==> config.mk <==
export PLATFORM = sky130hd
export DESIGN_NAME = crc_lfsr_engine
export DESIGN_NICKNAME = d
export VERILOG_FILES = /design/src/rtl/crc_lfsr_pkg.sv /design/src/rtl/crc_cfg_regs.sv /design/src/rtl/crc_op_arbiter.sv /design/src/rtl/crc_bit_engine.sv /design/src/rtl/crc_state_reg.sv /design/src/rtl/crc_lfsr_engine.sv
export SDC_FILE = /design/constraint.sdc
export NUM_CORES = 2
export LEC_CHECK = 0
export BUFFER_PORTS_ARGS = -buffer_cell sky130_fd_sc_hd__buf_2
export CAP_MARGIN = 10
export CELL_PAD_IN_SITES_DETAIL_PLACEMENT = 1
export CELL_PAD_IN_SITES_GLOBAL_PLACEMENT = 2
export CORE_UTILIZATION = 36
export CTS_CLUSTER_DIAMETER = 30
export DETAILED_ROUTE_END_ITERATION = 7
export GPL_ROUTABILITY_DRIVEN = 0
export GPL_TIMING_DRIVEN = 0
export PLACE_DENSITY_LB_ADDON = 0.1
export SYNTH_ARGS = -nofsm -noshare
export SYNTH_HDL_FRONTEND = slang
export SYNTH_SLANG_ARGS = --single-unit
==> constraint.sdc <==
create_clock -name clk -period 26.6 [get_ports clk]
set_input_delay 5.32 -clock clk [delete_from_list [all_inputs] [get_ports clk]]
set_output_delay 5.32 -clock clk [all_outputs]
set_load 0.005 [all_outputs]
==> src/rtl/crc_lfsr_pkg.sv <==
package crc_lfsr_pkg;

  // Operation applied to the check state at the next edge, in priority order
  typedef enum logic [2:0] {
    OP_HOLD  = 3'd0,
    OP_CLEAR = 3'd1,
    OP_SEED  = 3'd2,
    OP_WRITE = 3'd3,
    OP_DATA  = 3'd4
  } state_op_e;

endpackage

==> src/rtl/crc_cfg_regs.sv <==
module crc_cfg_regs #(
  parameter int STATE_W = 32,
  parameter int WF_W    = $clog2(STATE_W)
) (
  input  logic               clk,
  input  logic               rst_n,
  input  logic               poly_wr,
  input  logic [STATE_W-1:0] poly_wdata,
  input  logic               width_set_wr,
  input  logic [WF_W-1:0]    width_set_data,
  input  logic               width_clr_wr,
  input  logic [WF_W-1:0]    width_clr_data,
  input  logic               init_wr,
  input  logic [STATE_W-1:0] init_wdata,
  input  logic               swap_set,
  input  logic               swap_clr,
  output logic [STATE_W-1:0] poly_q,
  output logic [WF_W-1:0]    width_q,
  output logic [STATE_W-1:0] init_q,
  output logic               swap_q,
  output logic [STATE_W-1:0] deg_mask,
  output logic [STATE_W-1:0] seed_val
);

  logic [WF_W-1:0]    clr_term, set_term;
  logic [STATE_W-1:0] seed_mirror;

  assign clr_term = width_clr_wr ? width_clr_data : '0;
  assign set_term = width_set_wr ? width_set_data : '0;

  always_ff @(posedge clk or negedge rst_n) begin
    if (!rst_n) begin
      poly_q  <= '0;
      width_q <= '0;
      init_q  <= '0;
      swap_q  <= 1'b0;
    end else begin
      if (poly_wr) poly_q <= poly_wdata;
      if (init_wr) init_q <= init_wdata;
      width_q <= (width_q & ~clr_term) | set_term;
      if (swap_set)      swap_q <= 1'b1;
      else if (swap_clr) swap_q <= 1'b0;
    end
  end

  // Degree mask: bit i participates when i <= width_q
  always_comb begin
    for (int i = 0; i < STATE_W; i++) begin
      deg_mask[i]    = (i <= int'(width_q));
      seed_mirror[i] = init_q[STATE_W-1-i];
    end
  end

  assign seed_val = (swap_q ? seed_mirror : init_q) & deg_mask;

  assert_poly_load_R1: assert property (@(posedge clk) disable iff (!rst_n)
    poly_wr |=> poly_q == $past(poly_wdata));

  assert_width_clear_all_R2: assert property (@(posedge clk) disable iff (!rst_n)
    (width_clr_wr && (&width_clr_data) && !width_set_wr) |=> width_q == '0);

  assert_width_set_bits_R2: assert property (@(posedge clk) disable iff (!rst_n)
    width_set_wr |=> ((width_q & $past(width_set_data)) == $past(width_set_data)));

  assert_swap_sticky_R3: assert property (@(posedge clk) disable iff (!rst_n)
    (!swap_set && !swap_clr) |=> $stable(swap_q));

  assert_swap_set_R3: assert property (@(posedge clk) disable iff (!rst_n)
    swap_set |=> swap_q);

endmodule

==> src/rtl/crc_op_arbiter.sv <==
module crc_op_arbiter
  import crc_lfsr_pkg::*;
(
  input  logic      clear_stb,
  input  logic      init_stb,
  input  logic      state_wr,
  input  logic      in_valid,
  output logic      in_ready,
  output state_op_e op
);

  assign in_ready = !(clear_stb || init_stb || state_wr);

  always_comb begin
    if (clear_stb)     op = OP_CLEAR;
    else if (init_stb) op = OP_SEED;
    else if (state_wr) op = OP_WRITE;
    else if (in_valid) op = OP_DATA;
    else               op = OP_HOLD;
  end

endmodule

==> src/rtl/crc_bit_engine.sv <==
module crc_bit_engine #(
  parameter int STATE_W = 32,
  parameter int DATA_W  = 32,
  parameter int NB_W    = $clog2(DATA_W+1)
) (
  input  logic [STATE_W-1:0] state_in,
  input  logic [STATE_W-1:0] poly,
  input  logic [STATE_W-1:0] deg_mask,
  input  logic [DATA_W-1:0]  data,
  input  logic [NB_W-1:0]    nbits,
  output logic [NB_W-1:0]    nbits_eff,
  output logic [STATE_W-1:0] state_out
);

  logic [STATE_W-1:0] pm;
  logic [STATE_W-1:0] s;
  logic               fb;

  assign nbits_eff = (nbits > NB_W'(DATA_W)) ? NB_W'(DATA_W) : nbits;
  assign pm        = poly & deg_mask;

  // Reflected (LSB-first) Galois update, unrolled over the word
  always_comb begin
    s  = state_in & deg_mask;
    fb = 1'b0;
    for (int i = 0; i < DATA_W; i++) begin
      if (i < int'(nbits_eff)) begin
        fb = s[0] ^ data[i];
        s  = s >> 1;
        if (fb) s = s ^ pm;
      end
    end
    state_out = s;
  end

endmodule

==> src/rtl/crc_state_reg.sv <==
module crc_state_reg
  import crc_lfsr_pkg::*;
#(
  parameter int STATE_W = 32,
  parameter int NB_W    = 6
) (
  input  logic               clk,
  input  logic               rst_n,
  input  state_op_e          op,
  input  logic [STATE_W-1:0] seed_val,
  input  logic [STATE_W-1:0] wdata,
  input  logic [STATE_W-1:0] deg_mask,
  input  logic [STATE_W-1:0] data_next,
  input  logic [NB_W-1:0]    nbits_eff,
  output logic [STATE_W-1:0] state_q
);

  always_ff @(posedge clk or negedge rst_n) begin
    if (!rst_n) begin
      state_q <= '0;
    end else begin
      case (op)
        OP_CLEAR: state_q <= '0;
        OP_SEED:  state_q <= seed_val;
        OP_WRITE: state_q <= wdata & deg_mask;
        OP_DATA:  state_q <= data_next;
        default:  state_q <= state_q;
      endcase
    end
  end

  assert_clear_zero_R4: assert property (@(posedge clk) disable iff (!rst_n)
    op == OP_CLEAR |=> state_q == '0);

  assert_seed_load_R5: assert property (@(posedge clk) disable iff (!rst_n)
    op == OP_SEED |=> state_q == $past(seed_val));

  assert_direct_write_R6: assert property (@(posedge clk) disable iff (!rst_n)
    op == OP_WRITE |=> state_q == $past(wdata & deg_mask));

  assert_hold_stable_R7: assert property (@(posedge clk) disable iff (!rst_n)
    op == OP_HOLD |=> $stable(state_q));

  assert_zero_count_R8: assert property (@(posedge clk) disable iff (!rst_n)
    (op == OP_DATA && nbits_eff == '0) |=> state_q == $past(state_q & deg_mask));

endmodule

==> src/rtl/crc_lfsr_engine.sv <==
module crc_lfsr_engine
  import crc_lfsr_pkg::*;
#(
  parameter int STATE_W = 32,
  parameter int DATA_W  = 32,
  parameter int WF_W    = $clog2(STATE_W),
  parameter int NB_W    = $clog2(DATA_W+1)
) (
  input  logic               clk,
  input  logic               rst_n,
  input  logic               poly_wr,
  input  logic [STATE_W-1:0] poly_wdata,
  output logic [STATE_W-1:0] poly_q,
  input  logic               width_set_wr,
  input  logic [WF_W-1:0]    width_set_data,
  input  logic               width_clr_wr,
  input  logic [WF_W-1:0]    width_clr_data,
  output logic [WF_W-1:0]    width_q,
  input  logic               init_wr,
  input  logic [STATE_W-1:0] init_wdata,
  output logic [STATE_W-1:0] init_q,
  input  logic               swap_set,
  input  logic               swap_clr,
  output logic               swap_q,
  input  logic               clear_stb,
  input  logic               init_stb,
  input  logic               state_wr,
  input  logic [STATE_W-1:0] state_wdata,
  output logic [STATE_W-1:0] state_q,
  input  logic               in_valid,
  output logic               in_ready,
  input  logic [DATA_W-1:0]  in_data,
  input  logic [NB_W-1:0]    in_nbits
);

  logic [STATE_W-1:0] deg_mask;
  logic [STATE_W-1:0] seed_val;
  logic [STATE_W-1:0] data_next;
  logic [NB_W-1:0]    nbits_eff;
  state_op_e          op;

  crc_cfg_regs #(.STATE_W(STATE_W), .WF_W(WF_W)) u_cfg (
    .clk(clk), .rst_n(rst_n),
    .poly_wr(poly_wr), .poly_wdata(poly_wdata),
    .width_set_wr(width_set_wr), .width_set_data(width_set_data),
    .width_clr_wr(width_clr_wr), .width_clr_data(width_clr_data),
    .init_wr(init_wr), .init_wdata(init_wdata),
    .swap_set(swap_set), .swap_clr(swap_clr),
    .poly_q(poly_q), .width_q(width_q), .init_q(init_q), .swap_q(swap_q),
    .deg_mask(deg_mask), .seed_val(seed_val)
  );

  crc_op_arbiter u_arb (
    .clear_stb(clear_stb), .init_stb(init_stb), .state_wr(state_wr),
    .in_valid(in_valid), .in_ready(in_ready), .op(op)
  );

  crc_bit_engine #(.STATE_W(STATE_W), .DATA_W(DATA_W), .NB_W(NB_W)) u_eng (
    .state_in(state_q), .poly(poly_q), .deg_mask(deg_mask),
    .data(in_data), .nbits(in_nbits),
    .nbits_eff(nbits_eff), .state_out(data_next)
  );

  crc_state_reg #(.STATE_W(STATE_W), .NB_W(NB_W)) u_state (
    .clk(clk), .rst_n(rst_n), .op(op),
    .seed_val(seed_val), .wdata(state_wdata), .deg_mask(deg_mask),
    .data_next(data_next), .nbits_eff(nbits_eff), .state_q(state_q)
  );

  assert_no_take_on_strobe_R7: assert property (@(posedge clk) disable iff (!rst_n)
    (clear_stb || init_stb || state_wr) |-> !in_ready);

  assert_idle_ready_R7: assert property (@(posedge clk) disable iff (!rst_n)
    !(clear_stb || init_stb || state_wr) |-> in_ready);

endmodule

Word-level counts from Yosys, hierarchy flattened
Index checks and enable logic that the tools add are counted.
{"block": "totals", "out_inout_bits": 103, "input_bits": 156, "register_bits": 102}
{"block": "classes", "eq_ne": 4, "n_mux": 75, "bitwise": 71, "magnitude_cmp": 64, "reduce_logical": 5}
{"op": "$mux 32", "n": 65}
{"op": "$xor 31x32->32", "n": 32}
{"op": "$and 32x32->32", "n": 4}
{"op": "$pmux 32 s4", "n": 1}
{"op": "$lt 5x6->1 const A", "n": 16}
{"op": "$le 5x5->1 const A", "n": 16}
{"op": "$lt 4x6->1 const A", "n": 8}
{"op": "$le 4x5->1 const A", "n": 8}
{"op": "$xor 1x1->1", "n": 32}
{"op": "$lt 3x6->1 const A", "n": 4}
{"op": "$le 3x5->1 const A", "n": 4}
{"op": "$lt 1x6->1 const A", "n": 2}
{"op": "$lt 2x6->1 const A", "n": 2}
{"op": "$mux 3", "n": 4}
{"op": "$le 2x5->1 const A", "n": 2}
{"op": "$mux 5", "n": 2}
{"op": "$eq 3x2->1 const B", "n": 2}
{"op": "$gt 6x6->1 const B", "n": 1}
{"op": "$mux 6", "n": 1}
{"op": "$and 5x5->5", "n": 1}
{"op": "$le 1x5->1 const A", "n": 1}
{"op": "$not 5->5", "n": 1}
{"op": "$or 5x5->5", "n": 1}
{"op": "$reduce_bool 4->1", "n": 1}
{"op": "other kinds (6)", "n": 8}

Logic depth before layout (Yosys ltp)
{"block": "logic_depth", "depth_word": 99, "depth_mapped": 84, "mapped_depth_nobuf": 69}

Hierarchy
From an unflattened synthesis, not the netlist that was laid out.
{"block": "unflattened", "cells_unflattened": 5550, "area_unflattened_um2": 35609.2}
{"module": "crc_bit_engine", "n_inst": 1, "cells_per_inst": 5037, "area_each_um2": 30108.9}
{"module": "crc_cfg_regs", "n_inst": 1, "cells_per_inst": 286, "area_each_um2": 3479.6}
{"module": "crc_state_reg", "n_inst": 1, "cells_per_inst": 221, "area_each_um2": 1984.4}
{"module": "crc_op_arbiter", "n_inst": 1, "cells_per_inst": 6, "area_each_um2": 36.3}

Worst setup path after synthesis
No wires, ideal clock.
{"block": "synth_timing", "path_kind": "input to register", "start": "in in_nbits[5]", "end": "reg u_state.state_q[19]", "required_ns": 26.466, "path_stages": 77, "arrival_time_ns": 24.233, "path_buffers": 10, "path_slack_ns": 2.232, "setup_ns": 0.134, "cell_sequence": "buf_4 nor3_1 buf_4 nand2_1 a2111oi_2 a31oi_4 xnor2_2 buf_4 a41oi_1 a31oi_1 a221oi_1 mux2_1 and3_1 o21a_2 nor3_2 nor3_1 o31a_1 o31a_2 [... 41 more ...] buf_2 o32ai_1 a31oi_1 or4_1 and3_1 buf_2 and4_1 o31a_1 buf_6 o2111ai_1 and3_2 nand4_2 and4_4 buf_6 buf_8 nor3_2 xnor2_1 o21ai_1"}
{"block": "synth_between", "elab_chain_len": 98}
{"element": "start: declaration", "line": "crc_lfsr_engine.sv:33", "source": "input logic [NB_W-1:0] in_nbits"}
{"element": "$gt 6x6->1", "line": "crc_bit_engine.sv:19", "source": "assign nbits_eff = (nbits > NB_W'(DATA_W)) ? NB_W'(DATA_W) : nbits;"}
{"element": "$mux 6 *", "line": "crc_bit_engine.sv:19"}
{"element": "$lt 1x6->1", "line": "crc_bit_engine.sv:27", "source": "if (i < int'(nbits_eff)) begin"}
{"element": "$mux 32", "line": "crc_bit_engine.sv:27"}
{"element": "$xor 31x32->32 / $xor 1x1->1 (equally long branches)", "line": "crc_bit_engine.sv:30, crc_bit_engine.sv:28"}
{"element": "$mux 32", "line": "crc_bit_engine.sv:30", "source": "if (fb) s = s ^ pm;"}
{"element": "$mux 32", "line": "crc_bit_engine.sv:27"}
{"element": "$xor 31x32->32 / $xor 1x1->1 (equally long branches)", "line": "crc_bit_engine.sv:30, crc_bit_engine.sv:28"}
{"element": "[... 82 more ...]"}
{"element": "$mux 32", "line": "crc_bit_engine.sv:27"}
{"element": "$xor 31x32->32 / $xor 1x1->1 (equally long branches)", "line": "crc_bit_engine.sv:30, crc_bit_engine.sv:28"}
{"element": "$mux 32", "line": "crc_bit_engine.sv:30"}
{"element": "$mux 32", "line": "crc_bit_engine.sv:27"}
{"element": "$xor 31x32->32 / $xor 1x1->1 (equally long branches)", "line": "crc_bit_engine.sv:30, crc_bit_engine.sv:28"}
{"element": "$mux 32", "line": "crc_bit_engine.sv:30"}
{"element": "$mux 32 *", "line": "crc_bit_engine.sv:27"}
{"element": "$pmux 32 s4 *", "line": "crc_state_reg.sv:22", "source": "case (op)"}
{"element": "end signal: assignment", "line": "crc_state_reg.sv:24", "source": "OP_SEED: state_q <= seed_val;"}
{"element": "end signal: assignment", "line": "crc_state_reg.sv:25", "source": "OP_WRITE: state_q <= wdata & deg_mask;"}
{"element": "end signal: assignment", "line": "crc_state_reg.sv:26", "source": "OP_DATA: state_q <= data_next;"}
{"element": "end: declaration", "line": "crc_state_reg.sv:15", "source": "output logic [STATE_W-1:0] state_q"}
Every way passes the cells marked *; elsewhere a longest branch is shown, timed or not.
A chain may end at the register's enable or synchronous reset.

Final worst setup path
{"block": "layout_timing", "start": "in in_nbits[0]", "end": "reg u_state.state_q[22]"}
{"block": "layout_between", "elab_chain_len": 98}
{"element": "$gt 6x6->1", "line": "crc_bit_engine.sv:19"}
{"element": "$mux 6 *", "line": "crc_bit_engine.sv:19"}
{"element": "$lt 1x6->1", "line": "crc_bit_engine.sv:27"}
{"element": "$mux 32", "line": "crc_bit_engine.sv:27"}
{"element": "$xor 31x32->32 / $xor 1x1->1 (equally long branches)", "line": "crc_bit_engine.sv:30, crc_bit_engine.sv:28"}
{"element": "$mux 32", "line": "crc_bit_engine.sv:30"}
{"element": "$mux 32", "line": "crc_bit_engine.sv:27"}
{"element": "$xor 31x32->32 / $xor 1x1->1 (equally long branches)", "line": "crc_bit_engine.sv:30, crc_bit_engine.sv:28"}
{"element": "[... 82 more ...]"}
{"element": "$mux 32", "line": "crc_bit_engine.sv:27"}
{"element": "$xor 31x32->32 / $xor 1x1->1 (equally long branches)", "line": "crc_bit_engine.sv:30, crc_bit_engine.sv:28"}
{"element": "$mux 32", "line": "crc_bit_engine.sv:30"}
{"element": "$mux 32", "line": "crc_bit_engine.sv:27"}
{"element": "$xor 31x32->32 / $xor 1x1->1 (equally long branches)", "line": "crc_bit_engine.sv:30, crc_bit_engine.sv:28"}
{"element": "$mux 32", "line": "crc_bit_engine.sv:30"}
{"element": "$mux 32 *", "line": "crc_bit_engine.sv:27"}
{"element": "$pmux 32 s4 *", "line": "crc_state_reg.sv:22"}
Marked as above.

==> run metrics <==
CP peak stage delay 580 ps; Worst Hold Class reg2reg; final critical-path share of the clock period 96.9%; post-layout minimum cycle time 25770 ps; Inserted Clock Buffers 9; filler instances 12.9k; placed instance count 6917; vias per cell 6.01; clock latency reported for the late side of the worst-skew pair 370 ps; status finished, final reports clean; Port Buffer Count 242; core footprint 98900 µm²; DRT antenna net count 0; Slew HR 9.63%; clock buffer depth 2; number of warnings issued by yosys 0; htree depth 3; via count of the first global-routing pass 40.7k; portion of the post-synthesis area used by sequential elements 7.06%; Post-Syn Area per Cell 6.72 µm²; smallest setup slack after layout 825 ps; largest net degree at the start of global routing 58; number of detailed-route iterations in the first pass 6; nets in the synthesized netlist 5534; layout cells sized above 1 14.6%; number of DRC violations after detailed-routing iteration 0 3197; Post-Route WL 175 mm; detail-routed net length per standard cell 25.1 µm; detailed-route DRC error count 0; Root Buffer Master clkbuf_16; DIE WIDTH 319 µm; EDFF count, synth 0; CTS hold repair buffers 0; Crit path arrival time 26010 ps; post-CTS clock slew at the launch and capture registers of the worst setup and hold paths 70 ps; antenna violations before repair 12; final cell count without fillers 6978; vias after detailed routing 41.9k; number of cell rows 115; async set-or-reset flop fraction in the synthesized netlist 100%; data required time at the worst endpoint 26840 ps; Worst Max-Slew Pin Slew 1340 ps; count of cell types in the netlist 133; most repeated library cell on the critical path buf_4; clock sink count 102; setup slack, reg-to-reg 4700 ps; commonest non-fill, non-tap cell in the layout nor2_1; CTS tree yes; nature of the critical path endpoint flip-flop; chip height 319 µm; Main synth FF type dfrtp_1; num ports 259; Worst Setup Path Type in2reg; wire length of the first global-routing pass 259 mm; post-synth design cell area 36100 µm²; number of instances in the synthesized netlist 5378; Hold Fails Final Rpt 0; total gr overflow 0; all-layer global routing usage 32.9%; CP startpoint kind primary input; Initial Utilization 36.6%; Setup Viol. Count Final 0; worst-case setup slack after placement -2990 ps; growth of design area from synthesis to finish 12.6%; largest fanout of any net on the critical path 10; Worst Skew 15.3 ps; max-cap viol count 0; final HPWL from detailed placement 143 mm; top achievable clock speed 38.8 MHz; Net count, final 5837; Die Area 102000 µm²; cell at the slowest stage of the critical path mux4_2; Final Slew Violations 0; highest-count cells in the layout ignoring fill and taps 769 x nor2_1, 655 x xnor2_1, 607 x nand2_1; FF+latch count, synth 102
## area by class of cell
class / count / area [µm²] / share of cell area [%]
antenna: 6 / 15.0 / 0.0369
buffer: 510 / 2890 / 7.11
clock buffer: 10 / 229 / 0.563
clock inverter: 5 / 47.5 / 0.117
inverter: 30 / 113 / 0.277
multi-input combinational: 4735 / 31600 / 77.6
sequential: 102 / 2550 / 6.28
tap: 1287 / 1610 / 3.96
timing repair buffer: 293 / 1650 / 4.07
## per-stage QoR
| stage | TNS, ps | util (%) | instance area (µm²) | hold slack (ps) |
|---|---|---|---|---|
| final | 0 | 41.1 | 40700 | 571 |
| after global routing | -4680 | 41.1 | 40700 | 595 |
| after CTS | 0 | 40.2 | 39800 | 570 |
| after detailed placement | -92520 | 39.6 | 39100 | 551 |
| after global placement | -147540 | 39.4 | 39000 | 535 |
| after floorplan | 0 | - | 36100 | 531 |
## synth_stat cells, types with 27 or more instances
| cell type | number | share of area [%] |
|---|---|---|
| nand3_1 | 101 | 1.4 |
| a21oi_1 | 377 | 5.2 |
| dfrtp_1 | 102 | 7.1 |
| o21ai_1 | 88 | 1.2 |
| xnor2_1 | 663 | 16 |
| or3_1 | 52 | 0.90 |
| o31ai_1 | 32 | 0.66 |
| and2_1 | 32 | 0.55 |
| mux2i_1 | 332 | 9.2 |
| clkbuf_1 | 287 | 3.0 |
| and3_1 | 45 | 0.78 |
| a211oi_1 | 56 | 1.2 |
| or2_2 | 27 | 0.47 |
| nand2_1 | 611 | 6.3 |
| o211ai_1 | 54 | 1.1 |
| xor2_1 | 187 | 4.5 |
| nor3_1 | 158 | 2.2 |
| buf_1 | 33 | 0.34 |
| buf_2 | 30 | 0.42 |
| buf_4 | 59 | 1.2 |
| buf_6 | 65 | 2.0 |
| a221oi_1 | 28 | 0.68 |
| o21ai_0 | 353 | 4.9 |
| nor4_1 | 28 | 0.48 |
| nor2_1 | 774 | 8.0 |
| nand4_1 | 31 | 0.54 |
| mux2_2 | 81 | 2.5 |
| a31oi_1 | 78 | 1.4 |
| o21a_1 | 31 | 0.64 |
| nor3_2 | 35 | 0.97 |
| inv_1 | 30 | 0.31 |
| a21o_1 | 35 | 0.73 |
## final timing paths
check                                                from                         endpoint  cells past startpoint
setup reg to reg           u_state.state_q[0]$_DFFE_PN0P_  u_state.state_q[22]$_DFFE_PN0P_                     80
hold / removal               u_cfg.init_q[19]$_DFFE_PN0P_     u_cfg.init_q[19]$_DFFE_PN0P_                      1
hold reg to reg              u_cfg.init_q[19]$_DFFE_PN0P_     u_cfg.init_q[19]$_DFFE_PN0P_                      1
setup / recovery                              in_nbits[0]  u_state.state_q[22]$_DFFE_PN0P_                     80
min in group asynchronous                           rst_n     u_cfg.init_q[10]$_DFFE_PN0P_                      1
max in group asynchronous                           rst_n     u_cfg.poly_q[13]$_DFFE_PN0P_                      2
## layer usage
layer,up-vias,part of all wire [%],global-route usage (%)
met5,-,0,0
met4,0,2.7,8.00
met3,188,6.0,4.83
met2,1058,46,54.6
met1,21100,45,44.4
li1,19600,-,-
## worst max-delay path, delay by kind of cell
family | cells | cell delay (ps)
XOR/XNOR | 6 | 1620
AO/OA/AOI/OAI | 29 | 7770
buffers and inverters | 14 | 2600
AND/OR/NAND/NOR | 28 | 7150
multiplexers | 3 | 1510
## cells by family after synthesis
family / count (synthesis) / synth area share [%]
AO/OA/AOI/OAI: 1451 / 26.3
AND/OR/NAND/NOR: 2003 / 25.1
flip-flops: 102 / 7.06
buffers and inverters: 541 / 8.24
XOR/XNOR: 862 / 21.3
multiplexers: 419 / 12.0
## repair_timing
item,CTS,global route
endpoints found under the setup margin,32,32
gates resized for setup,54,134
pin swaps,7,33
buffers inserted,10,30
## state kept, by name, indices dropped and copies added (netlist names)
register / cells
u_state.state_q: 32
u_cfg.width_q: 5
u_cfg.poly_q: 32
u_cfg.swap_q: 1
u_cfg.init_q: 32
Power is left out: the tool's default activity adds up to more than one toggle a clock period on the data nets, which glitch-free logic cannot reach.
